### src/rtl/wbuf_pkg.sv
`timescale 1ns/1ps
package wbuf_pkg;
  typedef enum logic [1:0] {
    RD_IDLE  = 2'd0,
    RD_FWD   = 2'd1,
    RD_ISSUE = 2'd2,
    RD_WAIT  = 2'd3
  } rd_state_e;
endpackage

### src/rtl/wbuf_fifo.sv
`timescale 1ns/1ps
module wbuf_fifo #(
  parameter int AW    = 12,
  parameter int DW    = 32,
  parameter int DEPTH = 4
)(
  input  logic                         clk,
  input  logic                         rst_n,
  input  logic                         push,
  input  logic [AW-1:0]                push_addr,
  input  logic [DW-1:0]                push_data,
  input  logic                         pop,
  output logic [AW-1:0]                head_addr,
  output logic [DW-1:0]                head_data,
  output logic [$clog2(DEPTH+1)-1:0]   fill,
  output logic                         full,
  output logic                         empty,
  input  logic [AW-1:0]                lookup_addr,
  output logic                         hit,
  output logic [DW-1:0]                hit_data
);
  localparam int PW = (DEPTH > 1) ? $clog2(DEPTH) : 1;
  localparam int CW = $clog2(DEPTH+1);
  localparam logic [PW-1:0] LAST = PW'(DEPTH-1);

  logic [AW-1:0] addr_q [DEPTH];
  logic [DW-1:0] data_q [DEPTH];
  logic [PW-1:0] head_q, head_d, tail_q, tail_d;
  logic [CW-1:0] cnt_q, cnt_d;
  logic [PW-1:0] idx_c;

  always_comb begin
    head_d = head_q;
    tail_d = tail_q;
    cnt_d  = cnt_q;
    if (push) tail_d = (tail_q == LAST) ? '0 : tail_q + PW'(1);
    if (pop)  head_d = (head_q == LAST) ? '0 : head_q + PW'(1);
    case ({push, pop})
      2'b10:   cnt_d = cnt_q + CW'(1);
      2'b01:   cnt_d = cnt_q - CW'(1);
      default: cnt_d = cnt_q;
    endcase
  end

  always_ff @(posedge clk or negedge rst_n) begin
    if (!rst_n) begin
      head_q <= '0;
      tail_q <= '0;
      cnt_q  <= '0;
    end else begin
      head_q <= head_d;
      tail_q <= tail_d;
      cnt_q  <= cnt_d;
    end
  end

  always_ff @(posedge clk) begin
    if (push) begin
      addr_q[tail_q] <= push_addr;
      data_q[tail_q] <= push_data;
    end
  end

  // scan oldest to youngest; a later match overrides an earlier one
  always_comb begin
    hit      = 1'b0;
    hit_data = '0;
    idx_c    = '0;
    for (int k = 0; k < DEPTH; k++) begin
      idx_c = PW'((int'(head_q) + k) % DEPTH);
      if (CW'(k) < cnt_q && addr_q[idx_c] == lookup_addr) begin
        hit      = 1'b1;
        hit_data = data_q[idx_c];
      end
    end
  end

  assign head_addr = addr_q[head_q];
  assign head_data = data_q[head_q];
  assign fill      = cnt_q;
  assign full      = (cnt_q == CW'(DEPTH));
  assign empty     = (cnt_q == '0);

  p_no_overflow_r3: assert property (@(posedge clk) disable iff (!rst_n)
    push |-> cnt_q < CW'(DEPTH));
  p_no_underflow_r2: assert property (@(posedge clk) disable iff (!rst_n)
    pop |-> cnt_q != '0);
  p_fill_step_r2: assert property (@(posedge clk) disable iff (!rst_n)
    (push && !pop) |=> fill == $past(cnt_q) + CW'(1));
endmodule

### src/rtl/wbuf_rdctl.sv
`timescale 1ns/1ps
module wbuf_rdctl
  import wbuf_pkg::*;
#(
  parameter int AW = 12,
  parameter int DW = 32
)(
  input  logic          clk,
  input  logic          rst_n,
  input  logic          rd_valid,
  input  logic [AW-1:0] rd_addr,
  output logic          rd_ready,
  input  logic          st_fire,
  input  logic [AW-1:0] st_addr,
  input  logic [DW-1:0] st_data,
  input  logic          buf_hit,
  input  logic [DW-1:0] buf_hit_data,
  input  logic          mem_gnt,
  input  logic          mem_rsp_valid,
  input  logic [DW-1:0] mem_rsp_data,
  output logic          issue,
  output logic [AW-1:0] issue_addr,
  output logic          rd_resp_valid,
  output logic [DW-1:0] rd_resp_data
);
  rd_state_e     state_q, state_d;
  logic [AW-1:0] addr_q;
  logic [DW-1:0] fwd_q, fwd_d;
  logic          accept, same_cyc, any_hit;

  assign accept   = rd_valid && (state_q == RD_IDLE);
  assign same_cyc = st_fire && (st_addr == rd_addr);
  assign any_hit  = same_cyc || buf_hit;
  assign fwd_d    = same_cyc ? st_data : buf_hit_data;

  always_comb begin
    state_d = state_q;
    case (state_q)
      RD_IDLE:  if (accept) state_d = any_hit ? RD_FWD : RD_ISSUE;
      RD_FWD:   state_d = RD_IDLE;
      RD_ISSUE: if (mem_gnt) state_d = RD_WAIT;
      RD_WAIT:  if (mem_rsp_valid) state_d = RD_IDLE;
      default:  state_d = RD_IDLE;
    endcase
  end

  always_ff @(posedge clk or negedge rst_n) begin
    if (!rst_n) state_q <= RD_IDLE;
    else        state_q <= state_d;
  end

  always_ff @(posedge clk or negedge rst_n) begin
    if (!rst_n) begin
      addr_q <= '0;
      fwd_q  <= '0;
    end else if (accept) begin
      addr_q <= rd_addr;
      fwd_q  <= fwd_d;
    end
  end

  assign rd_ready      = (state_q == RD_IDLE);
  assign issue         = (state_q == RD_ISSUE);
  assign issue_addr    = addr_q;
  assign rd_resp_valid = (state_q == RD_FWD) || (state_q == RD_WAIT && mem_rsp_valid);
  assign rd_resp_data  = (state_q == RD_FWD) ? fwd_q : mem_rsp_data;

  p_fwd_next_r5: assert property (@(posedge clk) disable iff (!rst_n)
    (accept && buf_hit && !same_cyc) |=> rd_resp_valid && rd_resp_data == $past(buf_hit_data));
  p_same_cycle_r6: assert property (@(posedge clk) disable iff (!rst_n)
    (accept && same_cyc) |=> rd_resp_valid && rd_resp_data == $past(st_data));
  p_issue_hold_r4: assert property (@(posedge clk) disable iff (!rst_n)
    (issue && !mem_gnt) |=> issue && $stable(issue_addr));
  p_one_read_r8: assert property (@(posedge clk) disable iff (!rst_n)
    rd_resp_valid |=> rd_ready);
  p_miss_issue_r4: assert property (@(posedge clk) disable iff (!rst_n)
    (accept && !any_hit) |=> issue && !rd_ready);
endmodule

### src/rtl/wbuf_bypass.sv
`timescale 1ns/1ps
module wbuf_bypass
  import wbuf_pkg::*;
#(
  parameter int AW    = 12,
  parameter int DW    = 32,
  parameter int DEPTH = 4
)(
  input  logic          clk,
  input  logic          rst_n,
  input  logic          st_valid,
  output logic          st_ready,
  input  logic [AW-1:0] st_addr,
  input  logic [DW-1:0] st_data,
  input  logic          rd_valid,
  output logic          rd_ready,
  input  logic [AW-1:0] rd_addr,
  output logic          rd_resp_valid,
  output logic [DW-1:0] rd_resp_data,
  output logic          mem_req_valid,
  input  logic          mem_req_ready,
  output logic          mem_req_write,
  output logic [AW-1:0] mem_req_addr,
  output logic [DW-1:0] mem_req_wdata,
  input  logic          mem_rsp_valid,
  input  logic [DW-1:0] mem_rsp_data
);
  localparam int CW = $clog2(DEPTH+1);

  logic          push, pop, full, empty, issue, buf_hit;
  logic [CW-1:0] fill;
  logic [AW-1:0] head_addr, issue_addr;
  logic [DW-1:0] head_data, buf_hit_data;

  assign st_ready      = !full;
  assign push          = st_valid && st_ready;
  assign pop           = !issue && !empty && mem_req_ready;
  assign mem_req_valid = issue || !empty;
  assign mem_req_write = !issue;
  assign mem_req_addr  = issue ? issue_addr : head_addr;
  assign mem_req_wdata = head_data;

  wbuf_fifo #(.AW(AW), .DW(DW), .DEPTH(DEPTH)) u_fifo (
    .clk(clk), .rst_n(rst_n),
    .push(push), .push_addr(st_addr), .push_data(st_data),
    .pop(pop), .head_addr(head_addr), .head_data(head_data),
    .fill(fill), .full(full), .empty(empty),
    .lookup_addr(rd_addr), .hit(buf_hit), .hit_data(buf_hit_data)
  );

  wbuf_rdctl #(.AW(AW), .DW(DW)) u_rdctl (
    .clk(clk), .rst_n(rst_n),
    .rd_valid(rd_valid), .rd_addr(rd_addr), .rd_ready(rd_ready),
    .st_fire(push), .st_addr(st_addr), .st_data(st_data),
    .buf_hit(buf_hit), .buf_hit_data(buf_hit_data),
    .mem_gnt(mem_req_ready), .mem_rsp_valid(mem_rsp_valid), .mem_rsp_data(mem_rsp_data),
    .issue(issue), .issue_addr(issue_addr),
    .rd_resp_valid(rd_resp_valid), .rd_resp_data(rd_resp_data)
  );

  p_read_first_r4: assert property (@(posedge clk) disable iff (!rst_n)
    issue |-> mem_req_valid && !mem_req_write && mem_req_addr == issue_addr);
  p_full_stall_r3: assert property (@(posedge clk) disable iff (!rst_n)
    (fill == CW'(DEPTH)) |-> !st_ready);
  p_drain_order_r2: assert property (@(posedge clk) disable iff (!rst_n)
    (mem_req_valid && mem_req_write && !mem_req_ready && !rd_valid) |=>
      mem_req_valid && $stable(mem_req_addr));
endmodule

### config.mk
export PLATFORM = sky130hd
export DESIGN_NAME = wbuf_bypass
export DESIGN_NICKNAME = d
export VERILOG_FILES = /design/src/rtl/wbuf_pkg.sv /design/src/rtl/wbuf_fifo.sv /design/src/rtl/wbuf_rdctl.sv /design/src/rtl/wbuf_bypass.sv
export SDC_FILE = /design/constraint.sdc
export NUM_CORES = 1
export LEC_CHECK = 0
export BUFFER_PORTS_ARGS = -buffer_cell sky130_fd_sc_hd__buf_2
export CAP_MARGIN = 20
export CORE_MARGIN = 5
export CORE_UTILIZATION = 60
export CTS_CLUSTER_SIZE = 20
export DETAILED_ROUTE_END_ITERATION = 10
export GPL_TIMING_DRIVEN = 0
export PLACE_DENSITY = 0.82
export SLEW_MARGIN = 15
export SYNTH_ARGS = -nofsm -noshare
export SYNTH_HDL_FRONTEND = slang
export SYNTH_SLANG_ARGS = --single-unit
### constraint.sdc
create_clock -name clk -period 4.1 [get_ports clk]
set_clock_uncertainty 0.1 [all_clocks]
set_input_delay 0.82 -clock clk [delete_from_list [all_inputs] [get_ports clk]]
set_output_delay 0.82 -clock clk [all_outputs]
set_load 0.005 [all_outputs]
=== Word level (Yosys, flattened, before mapping) ===
Memory sizes are Yosys's and may differ from the RTL's.
Index checks and enable logic that the tools add are counted.

* Output and inout port bits: 81
* Bits in writable memories: 176
* Bits of input ports: 94
* Memories kept: 2
* Bits in latches: 0
* Bits in read-only memories: 0
* Word-level logic and storage cells: 76
* Register bits after elaboration: 53

{| class="wikitable"
|+ Memory list
! memory !! words !! bits a word !! rd ports !! clocked after Yosys merged registers in !! write ports !! RTL line !! source
|-
| u_fifo.data_q || 4 || 32 || 4 || 0 || 1 || wbuf_fifo.sv:27 || <nowiki>logic [DW-1:0] data_q [DEPTH];</nowiki>
|-
| u_fifo.addr_q || 4 || 12 || 4 || 0 || 1 || wbuf_fifo.sv:26 || <nowiki>logic [AW-1:0] addr_q [DEPTH];</nowiki>
|}

* Add/sub/neg operators: 7
* Reduce and logical (&&, ||, !) cells: 20
* Muxes and demuxes: 21
* Bitwise logic cells: 0
* Magnitude comparators: 4
* Multipliers: 0
* Equality and inequality tests: 16
* Divide/modulo/power cells: 0
* Shift-type cells: 0

{| class="wikitable"
|+ Operators by type and width
! operator !! count
|-
| $mux W32 || 6
|-
| $eq A12 B12 Y1 || 5
|-
| $mux W12 || 1
|-
| $mux W2 || 6
|-
| $eq A2 B2 Y1 const B || 5
|-
| $logic_and A1 B1 Y1 || 10
|-
| $pmux W2 S4 || 1
|-
| $add A2 B1 Y2 const B || 3
|-
| $lt A1 B3 Y1 const A || 2
|-
| $lt A2 B3 Y1 const A || 2
|-
| $mux W1 || 6
|-
| $pmux W3 S2 || 1
|-
| $add A2 B2 Y2 const B || 2
|-
| $eq A2 B1 Y1 const B || 2
|-
| $ne A2 B2 Y1 const B || 2
|-
| $add A3 B1 Y3 const B || 1
|-
| $eq A3 B3 Y1 const B || 1
|-
| $logic_not A1 Y1 || 3
|-
| $logic_not A3 Y1 || 1
|-
| $logic_or A1 B1 Y1 || 3
|-
| $reduce_and A3 Y1 || 1
|-
| $sub A3 B1 Y3 const B || 1
|-
| $logic_not A2 Y1 || 1
|-
| $ne A2 B1 Y1 const B || 1
|-
| $reduce_bool A2 Y1 || 1
|}

=== Longest topological paths before layout ===
Gate-level depths: netlist of run 1.
An unclocked memory read counts as a cell.

* Depth in word-level cells: 11
* Gate-level depth with buffers: 14
* Mapped depth without buffers: 9

=== Hierarchy ===
A second synthesis of run 1 with hierarchy kept.

* Cell total of the unflattened synthesis: 1070
* Area, all modules: 14928.1 sq um

{| class="wikitable"
|+ Modules (own cells, without submodules)
! module !! area an instance (sq um) !! seq. area each (sq um) !! instances !! cells each
|-
| wbuf_fifo || 11624.9 || 5460.2 || 1 || 727
|-
| wbuf_rdctl || 3083.0 || 1151.1 || 1 || 324
|-
| wbuf_bypass || 220.2 || 0.0 || 1 || 19
|}

=== Worst setup path before layout of run 1 ===
OpenSTA, ideal clock, no wires.

* Path type: flip-flop to flip-flop
* Start point: register u_fifo.head_q[0]
* End point: register u_rdctl.fwd_q[10]
* Library setup time: 0.147 ns
* Setup slack: 0.993 ns
* Data required time: 3.853 ns
* Stages on the path, launching flop included: 13
* Period minus slack after synthesis: 3.107 ns
* Path buffers: 3
* Data arrival time: 2.860 ns
* Cells stage by stage: dfrtp_1 > ha_1 > buf_4 > buf_6 > mux2_2 > a221oi_1 > a21oi_1 > nor4_1 > nor4b_4 > nor2_4 > buf_6 > a221oi_2 > o41ai_2

* Cells in the longest elaborated chain, start to end: 8
* Elaborated cells between the ends (all ways): 18
* Those cells by class: 3 x add/sub; 4 x eq/ne; 5 x mux; 4 x reduce/logical; 2 x memory

{| class="wikitable"
|+ RTL lines
! item !! RTL line !! source
|-
| start, declared || wbuf_fifo.sv:28 || <nowiki>logic [PW-1:0] head_q, head_d, tail_q, tail_d;</nowiki>
|-
| start signal, assigned || wbuf_fifo.sv:47 || <nowiki>head_q <= '0;</nowiki>
|-
| start signal, assigned || wbuf_fifo.sv:51 || <nowiki>head_q <= head_d;</nowiki>
|-
| $add A2 B1 Y2 / $mem_v2 Z4 W12 (equally long branches) || -- ||
|-
| $mem_v2 Z4 W12 / $eq A12 B12 Y1 (equally long branches) || -- ||
|-
| $eq A12 B12 Y1 / $logic_and A1 B1 Y1 (equally long branches) || wbuf_fifo.sv:71 || <nowiki>if (CW'(k) < cnt_q && addr_q[idx_c] == lookup_addr) begin</nowiki>
|-
| $logic_and A1 B1 Y1 / $mux W32 (equally long branches) || wbuf_fifo.sv:71 ||
|-
| $mux W32 (2 in series) || wbuf_fifo.sv:71 ||
|-
| $mux W32 (*) || wbuf_fifo.sv:71 ||
|-
| $mux W32 (*) || wbuf_rdctl.sv:34 || <nowiki>assign fwd_d = same_cyc ? st_data : buf_hit_data;</nowiki>
|-
| end signal, assigned || wbuf_rdctl.sv:58 || <nowiki>fwd_q <= fwd_d;</nowiki>
|-
| end, declared || wbuf_rdctl.sv:28 || <nowiki>logic [DW-1:0] fwd_q, fwd_d;</nowiki>
|}

Every way passes the cells marked *; elsewhere a longest branch is shown, timed or not.
A chain may end at the register's enable or synchronous reset.

=== Worst setup path after layout of run 1 ===
* Start point: register u_fifo.head_q[1]
* End point: output mem_req_wdata[25]

* Cells in the longest elaborated chain, start to end: 1

{| class="wikitable"
|+ RTL lines
! item !! RTL line !! source
|-
| $mem_v2 Z4 W32 || -- ||
|-
| end, declared || wbuf_bypass.sv:24 || <nowiki>output logic [DW-1:0] mem_req_wdata,</nowiki>
|}

Every way passes these cells.

==> metrics, run 1 <==
status complete, no violations; top cells by count, synth 176 x edfxtp_1, 163 x mux4_2, 90 x nand2_1; chip height roughly 170 um; Cell variety after synth 57; Syn-to-layout area delta 14.2%; clk slew on worst S/H paths roughly 0.060 ns; core area around 0.025 mm^2; GR Overflow Total 0; CP Data Required Time around 3.2 ns; largest net degree at the start of global routing 45; slowest stage delay, CP approximately 0.40 ns; gpl congestion about 0.93; Worst R2R Setup Slack ~0.12 ns; switching part of the total a little under two fifths; share of cells above drive strength 1 45.9%; EDFF count, synth roughly 180; Hold Fails Final Rpt 0; Post-DP HPWL around 30000 um; FP Rows 58; worst path cell trace clkbuf_1 > buf_4 > buf_4 > buf_4 > buf_4 > buf_4 > mux4_2 > buf_2; Worst slew margin between 20% and 30%; post-layout total power around 13 mW; vias per inst about 7.2; highest clock rate roughly 0.25 GHz; max cap viols 0; CTS tree done; Bufs on Longest Clock Path 3; total routed wirelength around 44000 um; Peak VDD IR about 0.45 mV; Clock power frac around 17%; Fill cells ~1700; post-route clock period utilization 98.4%; first-pass GRT wire length 67000 um; clock sink count approximately 230; minimum clock period ~4.0 ns; Synth Warn # 0; top cells by area, synth edfxtp_1 35%, mux4_2 24%, dfrtp_1 8.8%; syn_nets approximately 1100; Avg Cell Area, Syn ~15 um^2; placed cell areas roughly 0.016 mm^2; Port Buffer Count 162; P_sw about 5 mW; Seq/Total Area, Yosys 43.6%; reg2reg start u_fifo.head_q[0]; initial antenna violation count 5; htree depth 1; area share of the largest cell type after synthesis 34.9%; Final Setup Violations 0; critical path fanouts, max 10; Syn Inst Count between 1000 and 1500; P per Cell Area 762 mW/mm^2; RSZ-0062 raised after global routing no; met2 Usage GRT around half; post-route antenna net violation count 0; worst-margin pin slew about 1.1 ns; DRC viols 0; wire per inst 28.0 um; Die ar. 0.0285 mm^2; aggregate global-route resource usage a little under a third; worst skew pair latency 0.54 ns; routed via count 11257; critical path endpoint category primary output; vias in the first global route about 11000; Data arrival, critical path between 3 and 4 ns; Final Cell Area roughly 0.017 mm^2; root buffer cell clkbuf_16; worst hold path type in2async; setup repair bufs after CTS 0; Lkg Pwr approximately 6.0 nW; top_reg_cell synth edfxtp_1; # IOs about 180; FF-to-FF End u_rdctl.fwd_q[7]; Setup CP Type reg2out; Cell Area, Synth ~0.015 mm^2; total iterations of the first detailed-routing run 5; most frequent cell after synthesis edfxtp_1; dominant cell type by area after synthesis edfxtp_1; internal power between 8 and 9 mW; GR Layer Usage met1 between 40% and 50%; drt initial violations roughly 1600; nets@finish ~1300; Core Util, Final about 69%; Starting Density 60.5%; Most common cell on crit path buf_4; Seq pwr share 27.7%; DIE WIDTH 169 um; non-filler instance count after layout 1572; Async SR Flop Fraction between 20% and 30%; crit path from u_fifo.head_q[1]; Final WS setup 0.0668 ns; Slew Viols, Final 0; hold_ws a little over 0.04 ns; placed cell count between 1500 and 2000; slowest CP cell mux4_2; setup TNS 0 ns; dpl ws -0.0664 ns; Startpoint Class flip-flop; global routing's busiest layer met2; CP Capture Point mem_req_wdata[25]; Logic pwr share around 55%; R2R depth 11; CTS buffer count 25; #FFs+latches synth between 200 and 250; met3 Usage GRT under 10%
==> worst min-delay path by stage <==
stage / depth (start not counted) / slack, ns / start / end
after CTS: 1 / 0.04 / rst_n / u_rdctl.fwd_q[10]
final: 1 / 0.04 / rst_n / u_rdctl.fwd_q[10]
after global routing: 1 / 0.04 / rst_n / u_rdctl.fwd_q[10]
after global placement: 2 / 0.36 / u_rdctl.issue_addr[6] / u_rdctl.issue_addr[6]
after detailed placement: 2 / 0.37 / u_rdctl.issue_addr[6] / u_rdctl.issue_addr[6]
after floorplan: 2 / 0.34 / u_rdctl.issue_addr[6] / u_rdctl.issue_addr[6]
==> power by group through the flow <==
| stage | combinational, mW | sequential (mW) | clock (mW) |
|---|---|---|---|
| final | 7.28 | 3.65 | 2.26 |
| after global routing | 7.73 | 3.70 | 2.38 |
| after CTS | 7.23 | 3.63 | 2.27 |
| after detailed placement | 7.14 | 3.66 | 0 |
| after global placement | 6.98 | 3.63 | 0 |
| after floorplan | 5.32 | 3.48 | 0 |
==> what timing repair did <==
item / 4_1_cts / 5_1_grt
hold buffers: 0 / 0
pin swaps: 0 / 0
setup endpoints to repair: 66 / 27
resized for setup: 17 / 10
==> flip-flops by register name, indices dropped and copies added (netlist names) <==
register,count
u_fifo.addr_q,48
u_fifo.data_q,128
u_fifo.fill,3
u_fifo.head_q,2
u_fifo.tail_q,2
u_rdctl.fwd_q,32
u_rdctl.issue_addr,12
u_rdctl.state_q,2
==> cell type report <==
class / instances / area [um^2] / area share (%)
multi-input cells: 693 / 7990 / 46.2
flip-flops and latches: 229 / 6610 / 38.2
plain buffers: 98 / 584 / 3.38
inverters: 11 / 41.3 / 0.239
repair buffers: 163 / 841 / 4.86
diodes: 2 / 5.00 / 0.0289
clock inverters: 12 / 140 / 0.810
well taps: 330 / 413 / 2.39
clock buffers: 34 / 669 / 3.87
==> cells by family after synthesis <==
logic type,after synthesis,share of synthesized area [%]
adder cells (fa/ha/maj),10,0.826
AO/OA/AOI/OAI,135,9.43
multiplexers,242,29.9
flip-flops,229,43.6
AND/OR/NAND/NOR,245,8.90
buffers and inverters,110,3.76
XOR/XNOR,61,3.53
==> cells in the final DEF (no fill, tap or decap), types with 33 or more instances in the layout <==
cell type	synthesis	routed
xnor2_1	51	51
clkbuf_1	48	51
buf_2	29	180
mux2_2	54	54
edfxtp_1	176	176
nor2_1	72	72
dfrtp_1	53	53
o22ai_1	33	33
mux4_2	163	163
nand2_1	90	90
==> critical path, delay by kind of cell (launching register included) <==
family                 cells  cell delay (ns)
flip-flops                 1             0.36
multiplexers               1             0.40
buffers and inverters      7             1.80
==> metal layers <==
layer	vias up	wire (um)	part of all wire, %
li1	4599	-	-
met1	5630	15800	36
met2	880	21500	49
met3	142	5020	11
met4	6	1670	3.8
met5	-	41	0.093
No activity file was read; power rests on OpenSTA's default activity.
==> run 2: changes to the inputs <==
--- a/config.mk
+++ b/config.mk
@@ -13,6 +13,7 @@
 export DETAILED_ROUTE_END_ITERATION = 10
 export GPL_TIMING_DRIVEN = 0
 export PLACE_DENSITY = 0.82
+export RECOVER_POWER = 100
 export SLEW_MARGIN = 15
 export SYNTH_ARGS = -nofsm -noshare
 export SYNTH_HDL_FRONTEND = slang
==> metrics, run 2 (same netlist as run 1, synthesis figures left out) <==
status complete, but fails checks; violated checks capacitance limit, slew limit; Bufs on Longest Clock Path 3; Starting Density about 61%; Post-DP HPWL around 30000 um; non-filler instance count after layout between 1500 and 2000; drt initial violations between 1500 and 2000; post-route clock period utilization around 98%; P per Cell Area about 770 mW/mm^2; vias per inst 7.14; RSZ-0062 raised after global routing no; Peak VDD IR about 0.45 mV; GR Overflow Total 0; Logic pwr share a little over half; Syn-to-layout area delta 12.3%; CP Capture Point mem_req_wdata[25]; wire per inst approximately 28 um; P_sw 4.96 mW; commonest non-fill, non-tap cell in the layout edfxtp_1; largest registers u_fifo.data_q x128, u_fifo.addr_q x48, u_rdctl.fwd_q x32; CP Data Required Time around 3.2 ns; switching part of the total between 30% and 40%; root buffer cell clkbuf_16; Fill cells about 1800; FF-to-FF End u_rdctl.fwd_q[28]; Die ar. 0.0285 mm^2; hold_ws between 0.2 and 0.3 ns; met3 Usage GRT roughly 6.4%; first-pass GRT wire length 67000 um; vias in the first global route ~11000; DRC viols 0; critical path fanouts, max 10; CTS tree done; FP Rows 58; gpl congestion slightly above 0.9; initial antenna violation count 2; Port Buffer Count roughly 160; R2R depth 13; worst skew pair latency 0.54 ns; worst hold path type in2async; Seq pwr share approximately 28%; global routing's busiest layer met2; aggregate global-route resource usage 30.4%; worst-margin pin slew roughly 2.7 ns; most frequent cells in the layout 176 x edfxtp_1, 163 x mux4_2, 130 x clkbuf_1, 101 x buf_2, 90 x nand2_1; Data arrival, critical path ~3.1 ns; Startpoint Class flip-flop; share of cells above drive strength 1 37.7%; Lkg Pwr between 5 and 6 nW; Hold Fails Final Rpt 0; Setup CP Type reg2out; Top reg by flops u_fifo.data_q; clk slew on worst S/H paths ~0.070 ns; met2 Usage GRT 49.6%; chip height roughly 170 um; Slew Viols, Final about 220; nets@finish ~1300; post-route antenna net violation count 0; critical path endpoint category primary output; Worst slew margin -78.8%; htree depth 1; # IOs around 180; max cap viols 5; CTS buffer count 25; DIE WIDTH 169 um; largest net degree at the start of global routing 45; Worst R2R Setup Slack approximately 0.08 ns; crit path from u_fifo.head_q[1]; total routed wirelength about 44000 um; minimum clock period between 4 and 5 ns; internal power 8.12 mW; total iterations of the first detailed-routing run 6; placed cell count between 1500 and 2000; GR Layer Usage met1 about 40%; clock sink count 229; Clock power frac around 17%; highest clock rate between 0.2 and 0.25 GHz; core area approximately 0.025 mm^2; setup repair bufs after CTS 0; setup TNS 0 ns; reg2reg start u_fifo.head_q[1]; routed via count between 10000 and 15000; max reg flops between 100 and 150; Final Setup Violations 0
-- run 2: changes by cell type in the layout (fill, tap and decap cells not counted), sizes merged --
cell           before  now
buf               213  130
clkbuf             82  164
clkdlybuf4s25       0    1
diode               2    1
-- run 2: power groups by stage --
| stage | Sequential [mW] | Clock (mW) | Combinational (mW) |
|---|---|---|---|
| 6_report | 3.67 | 2.26 | 7.14 |
| 5_1_grt | 3.73 | 2.38 | 7.60 |
| 4_1_cts | 3.63 | 2.27 | 7.23 |
| 3_5_place_dp | 3.66 | 0 | 7.14 |
| 3_3_place_gp | 3.63 | 0 | 6.98 |
| 2_1_floorplan | 3.48 | 0 | 5.32 |
-- run 2: worst max-delay path, stage by stage, from the launching register on --
cell and delay (ns):
dfrtp_1 0.36, clkbuf_1 0.30, buf_4 0.30, buf_4 0.25
buf_4 0.28, buf_4 0.25, buf_4 0.27, mux4_2 0.41
clkbuf_1 0.14
-- run 2: worst min-delay path by stage --
stage / slack, ns / from / cells past startpoint / endpoint
5_1_grt: 0.32 / rst_n / 1 / u_rdctl.fwd_q[10]
4_1_cts: 0.04 / rst_n / 1 / u_rdctl.fwd_q[10]
2_1_floorplan: 0.34 / u_rdctl.issue_addr[6] / 2 / u_rdctl.issue_addr[6]
3_3_place_gp: 0.36 / u_rdctl.issue_addr[6] / 2 / u_rdctl.issue_addr[6]
6_report: 0.25 / rst_n / 1 / u_rdctl.fwd_q[10]
3_5_place_dp: 0.37 / u_rdctl.issue_addr[6] / 2 / u_rdctl.issue_addr[6]
-- run 2: metal layers --
metal | part of all wire [%] | up-vias
met1 | 36 | 5565
li1 | - | 4597
met2 | 49 | 904
met4 | 4.0 | 2
met3 | 11 | 142
met5 | 0.030 | -
-- run 2: cell type report --
class	count	area, um^2	share of cell area, %
flip-flops and latches	229	6610	38.9
clock buffers	34	669	3.93
multi-input cells	693	7830	46.0
inverters	11	41.3	0.243
well taps	330	413	2.43
diodes	1	2.50	0.0147
plain buffers	98	584	3.43
clock inverters	12	140	0.824
repair buffers	163	723	4.25
-- run 2: repair_timing --
action	CTS	global route
hold buffers	0	0
pin swaps	0	0
setup endpoints to repair	66	27
hold endpoints to repair	0	0
resized for setup	17	10
-- run 2: through the flow --
stage	utilization [%]	total power, mW	cell area, um^2	setup WS (ns)
3_3_place_gp	65.4	10.6	16400	0.000378
6_report	68.0	13.1	17000	0.0663
3_5_place_dp	65.6	10.8	16400	-0.0664
4_1_cts	69.0	13.1	17300	0.0731
5_1_grt	68.0	13.7	17000	0.0158
2_1_floorplan	-	8.79	15100	0.993
